[src/rtl/page_xlate.sv]
module page_xlate #(
  parameter int LADDR_W = 16,
  parameter int PAGE_W  = 4,
  parameter int REG_W   = 8
) (
  input  logic                        clk,
  input  logic                        rst_n,
  input  logic                        reg_wr,
  input  logic                        reg_addr,
  input  logic [REG_W-1:0]            reg_wdata,
  output logic [REG_W-1:0]            reg_rdata,
  input  logic                        dbg_active,
  input  logic                        dbg_page_en,
  input  logic                        dbg_hw_cmd,
  input  logic                        dbg_fw_exec,
  input  logic [LADDR_W-1:0]          local_addr,
  output logic [PAGE_W+LADDR_W-3:0]   glob_addr,
  output logic                        paged,
  output logic                        overlay_sel
);
  localparam int OFS_W   = LADDR_W - 2;
  localparam int GADDR_W = PAGE_W + OFS_W;
  localparam int TAG_W   = LADDR_W - 8;
  localparam logic [PAGE_W-1:0] PG_TOP = {PAGE_W{1'b1}};
  localparam logic [PAGE_W-1:0] PG_MID = {{(PAGE_W-1){1'b1}}, 1'b0};
  localparam logic [TAG_W-1:0]  OVL_TAG = {2'b10, {(TAG_W-2){1'b1}}};

  logic [REG_W-1:0]  cpu_page;
  logic [PAGE_W-1:0] dbg_page;
  logic              use_dbg;
  logic [PAGE_W-1:0] win_page;
  logic [1:0]        quarter;
  logic [OFS_W-1:0]  offset;

  always_ff @(posedge clk or negedge rst_n) begin
    if (!rst_n) begin
      cpu_page <= '0;
      dbg_page <= '0;
    end else if (reg_wr) begin
      if (reg_addr) dbg_page <= reg_wdata[PAGE_W-1:0];
      else          cpu_page <= reg_wdata;
    end
  end

  assign reg_rdata = reg_addr ? REG_W'(dbg_page) : cpu_page;

  assign use_dbg  = dbg_page_en & (dbg_hw_cmd | dbg_fw_exec);
  assign win_page = use_dbg ? dbg_page : cpu_page[PAGE_W-1:0];
  assign quarter  = local_addr[LADDR_W-1 -: 2];
  assign offset   = local_addr[OFS_W-1:0];

  assign overlay_sel = dbg_active && (&cpu_page) &&
                       (local_addr[LADDR_W-1 -: TAG_W] == OVL_TAG);

  always_comb begin
    paged     = 1'b0;
    glob_addr = GADDR_W'(local_addr);
    if (!overlay_sel) begin
      unique case (quarter)
        2'b11: glob_addr = {PG_TOP, offset};
        2'b10: begin
          glob_addr = {win_page, offset};
          paged     = 1'b1;
        end
        2'b01: glob_addr = {PG_MID, offset};
        default: glob_addr = GADDR_W'(local_addr);
      endcase
    end
  end
endmodule


[config.mk]
export PLATFORM = sky130hd
export DESIGN_NAME = page_xlate
export DESIGN_NICKNAME = d
export VERILOG_FILES = /design/src/rtl/page_xlate.sv
export SDC_FILE = /design/constraint.sdc
export NUM_CORES = 1
export LEC_CHECK = 0
export BUFFER_PORTS_ARGS = -buffer_cell sky130_fd_sc_hd__buf_4
export CAP_MARGIN = 20
export CORE_MARGIN = 4
export CORE_UTILIZATION = 40
export CTS_BUF_LIST = sky130_fd_sc_hd__clkbuf_2 sky130_fd_sc_hd__clkbuf_4 sky130_fd_sc_hd__clkbuf_8
export CTS_CLUSTER_DIAMETER = 50
export DETAILED_ROUTE_END_ITERATION = 12
export HOLD_SLACK_MARGIN = 0.05
export PLACE_DENSITY = 0.81
export SLEW_MARGIN = 20
export SYNTH_ARGS = -nofsm -noshare
export SYNTH_HDL_FRONTEND = slang
export SYNTH_SLANG_ARGS = --single-unit
[constraint.sdc]
create_clock -name clk -period 1.6 [get_ports clk]
set_input_delay 0.32 -clock clk [delete_from_list [all_inputs] [get_ports clk]]
set_output_delay 0.32 -clock clk [all_outputs]
set_load 0.01 [all_outputs]
Word level (Yosys, flattened, before mapping). Cells that the tools add are included.

Word-level logic and storage cells: 20. Bits in latches: 0. Bits in writable memories: 0. Output and inout port bits: 28. Memories: 0. Flip-flop bits (word level): 12. Memory bits (read-only): 0. Input bits: 32.

Magnitude comparators: 0. Reductions and logical operators: 5. Multipliers: 0. Divide/modulo/power cells: 0. Bitwise logic cells: 3. Equality and inequality tests: 4. Add/subtract/negate cells: 0. Multiplexer cells: 6. Shifts and indexed selects: 0.

Operators with widths (number): $pmux W18 S3 (1); $mux W18 (1); $eq A8 B8 Y1 const B (1); $mux W8 (1); $reduce_and A8 Y1 (1); $eq A2 B2 Y1 const B (2); $mux W4 (1); $reduce_and A2 Y1 (2); $eq A2 B1 Y1 const B (1); $logic_and A1 B1 Y1 (2); $mux W1 (2); $and A1 B1 Y1 (1); $not A1 Y1 (1); $or A1 B1 Y1 (1).

Depth between registers and ports, before layout.
Depth after elaboration: 5. Depth in mapped cells: 4.

Worst setup path after synthesis. No wires, ideal clock.

Path type: input to output. Start point: input port dbg_fw_exec. End point: output port glob_addr[15]. Arrival: 1.121 ns. Data required time: 1.280 ns. Slack: 0.159 ns. Path buffers: 0. Cell stages on the path: 4. Path through: o21ai_2 -> mux2_2 -> o21ai_0 -> nand2b_1.

Longest elaborated chain between the ends: 5.

Ends and longest elaborated chain: from (decl) (RTL line 15) `input logic dbg_fw_exec,`; $or A1 B1 Y1 (RTL line 47) `assign use_dbg = dbg_page_en & (dbg_hw_cmd | dbg_fw_exec);`; $and A1 B1 Y1 (RTL line 47); $mux W4 (RTL line 48) `assign win_page = use_dbg ? dbg_page : cpu_page[PAGE_W-1:0];`; $pmux W18 S3 (RTL line 59) `unique case (quarter)`; $mux W18 (RTL line 58) `if (!overlay_sel) begin`; to (decl) (RTL line 17) `output logic [PAGE_W+LADDR_W-3:0] glob_addr,`.

No other way between the ends.

Final worst setup path.
Start point: register cpu_page[2]. End point: output port glob_addr[16].

Longest elaborated chain between the ends: 4. Elaborated cells between the ends (all ways): 6.

Ends and longest elaborated chain: from (decl) (RTL line 28) `logic [REG_W-1:0] cpu_page;`; from (signal assigned) (RTL line 41) `else cpu_page <= reg_wdata;`; $reduce_and A8 Y1 (RTL line 52) `assign overlay_sel = dbg_active && (&cpu_page) &&`; $logic_and A1 B1 Y1 (2 in a row) (RTL line 52); $mux W18 (*) (RTL line 58).

Every way passes the cells marked *; elsewhere a longest branch is shown, timed or not.

==> flow_summary.yaml <==
sta:
  tns_ns: -1.08
  grt_setup_unrepaired: "yes"
  tightestPinTransition_ns: 0.246
  setup_ws_ns: -0.195
  fmax_ghz: 0.557
  drv_slew: 0
  slew_headroom_pct: 83.5
  final-setup-viol-count: 6
  post-route-min-period_ns: 1.79
  final_hold_viol_count: 0
  period_share_pct: 112
  finalClockSkew_ns: 0
routing:
  drt_iter0_drc: 6
  post_drt_wl_per_cell_um: 14.1
  vias: 646
  drc_errors: 0
  antenna_left: 0
  viasPerCell: 4.86
  routed_wirelength_um: 1870
  firstDrtPassIters: 4
grt:
  grt_pass1_vias: 640
  grt_overflow: 0
  grt_pass1_wl_um: 2810
  grt_util_all_layers_pct: 14.4
  grt_max_degree: 13
  antenna_found_initial: 0
die:
  coreArea_sq_um: 1780
  io_pins: 60
  die_area_sq_um: 2710
  rows: 15
  start_util_pct: 43.6
  die_width_um: 52.1
  die_y_um: 52.1
setup_path:
  cp.required_ns: 1.28
  crit_type: "flop to output pin"
  crit_fanout: 4
  rr_worst_depth: 2
  worst_r2r_endpoint: "cpu_page[0]"
  regToRegSetupSlack_ns: 0.71
  critPathLaunchType: "flop"
  cp.arrival_ns: 1.47
  worstSetupEndpointType: "output pin"
  r2r_start: "cpu_page[0]"
clocking:
  cts_max_level: 1
  cts_root_buf: "clkbuf_4"
  clk_path_buf_depth: 2
  cts.sinks: 12
  cts_tree: "done"
  path_clk_slew_ns: 0.07
  cts_buffers: 3
  clk_latency_ns: 0.26
power_and_ir_drop:
  ir_worst_vdd_v: 0.000397
  p_leak_nw: 0.535
  p_int_mw: 0.628
  p_comb_share_pct: 35.8
  pwr-share-seq_pct: 44.0
  p_sw_share_pct: 27.3
  power_density_nw_per_um2: 771
  clkPwrFrac_pct: 20.3
  p_switching_mw: 0.236
finish:
  diodes: 0
  nets: 142
  final_cell_count_no_fill: 133
  drive_gt1_share_pct: 71.3
  fin_area_sq_um: 1120
  syn2layout_area_growth_pct: 44.3
  post-route-util_pct: 62.9
placement:
  dp.cells: 127
  dp_slack_ns: -0.0835
  port_buffers: 43
  hpwl_um: 1490
  gp_congestion: 0.666
  post_dp_cell_area_sq_um: 1060
hold_path:
  hold_end: "cpu_page[5]"
  min_from: "reg_wdata[5]"
  hold_path_class: "input pin to flop"
  hold_depth: 2
outcome:
  status: "complete, but fails checks"
  violations: "setup timing"
synthesis:
  syn_area_sq_um: 777
  syn_inst: 69
  ys_warn_count: 0
  ys_types: 17
  syn_area_per_cell_sq_um: 11.3
  synthesis.nets: 101
  synth-seq-cells: 12
  yosysSeqAreaShare_pct: 38.6
run:
  drv_cap: 0
## how the worst max path moves through the flow
stage	from	cells past startpoint	to	slack [ns]
floorplan	dbg_fw_exec	4	glob_addr[15]	0.16
global placement	dbg_fw_exec	6	glob_addr[15]	-0.05
detailed placement	dbg_fw_exec	6	glob_addr[15]	-0.08
CTS	cpu_page[2]	5	glob_addr[16]	-0.22
global route	cpu_page[2]	6	glob_addr[15]	-0.29
finish	cpu_page[2]	5	glob_addr[16]	-0.19
## repair_timing
| item | in CTS | in global routing |
|---|---|---|
| hold buffers | 1 | 0 |
| gates resized for setup | 4 | 1 |
| setup endpoints to repair | 6 | 6 |
| hold endpoints to repair | 12 | 0 |
| buffers inserted | 2 | 0 |
| pin swaps | 6 | 1 |
## metrics by stage
stage / power (mW) / hold slack, ns
after detailed placement: 0.686 / 0.165
after global placement: 0.679 / 0.162
after global routing: 0.920 / 0.277
after floorplan: 0.550 / 0.0244
after CTS: 0.875 / 0.280
final: 0.864 / 0.289
## per-layer routing
metal / GRT usage, % / wire length (um) / share of wire (%)
met3: 1.72 / 208 / 11
met5: 0 / 0 / 0
met2: 24.1 / 903 / 48
met1: 16.7 / 722 / 39
met4: 10.5 / 39 / 2.1
## power by group through the flow
stage	sequential, mW	clock (mW)	combinational, mW
5_1_grt	0.387	0.198	0.336
4_1_cts	0.380	0.184	0.310
6_report	0.380	0.175	0.309
2_1_floorplan	0.378	0	0.172
3_3_place_gp	0.386	0	0.293
3_5_place_dp	0.388	0	0.298
## sequential cells by signal (all words and copies together), names as in the netlist
| name | count |
|---|---|
| cpu_page | 8 |
| dbg_page | 4 |
## cell usage after synthesis
cell type / instances / share of area (%)
nor4_2: 1 / 1.6
o21bai_1: 2 / 1.9
mux2i_1: 2 / 2.6
buf_2: 1 / 0.64
mux2_2: 18 / 26
nand2b_2: 1 / 1.1
buf_4: 15 / 14
and2_1: 1 / 0.81
nand4b_1: 1 / 1.1
o21ai_2: 1 / 1.1
o21ai_0: 1 / 0.64
nor2_1: 3 / 1.4
nand2_1: 1 / 0.48
nor2b_1: 5 / 4.0
nand2b_1: 1 / 0.81
dfrtp_1: 12 / 39
nand4_1: 3 / 2.4
## placed cells by master, fill, tap and decap left out, drive strengths merged
cell type | Yosys | final
buf | 16 | 51
o21bai | 2 | 2
nor2b | 5 | 5
nor4 | 1 | 1
nand2b | 2 | 2
mux2 | 18 | 18
and2 | 1 | 1
clkbuf | 0 | 3
dfrtp | 12 | 12
dlygate4sd3 | 0 | 1
nand4b | 1 | 1
o21ai | 2 | 2
nand2 | 1 | 1
nor2 | 3 | 3
mux2i | 2 | 2
nand4 | 3 | 3
## final cells by class
class / instances / area [sq um]
clock buffers: 3 / 22.5
repair buffers: 52 / 397
multi-input cells: 41 / 370
fillers: 159 / 662
well taps: 25 / 31.3
flip-flops and latches: 12 / 300
## worst max-delay path, stage by stage (launching register included)
cell      delay, ns
dfrtp_1        0.35
nand4b_1       0.13
nor4_2         0.33
nand2b_4       0.20
o21bai_1       0.06
buf_4          0.14
## kinds of logic after synthesis
group           count (synthesis)  share of synthesized area, %
simple gates                   17                          13.8
buf+inv                        16                          15.1
flops                          12                          38.6
mux                            20                          28.7
compound gates                  4                          3.70
Power figures use the tool's default switching activity.
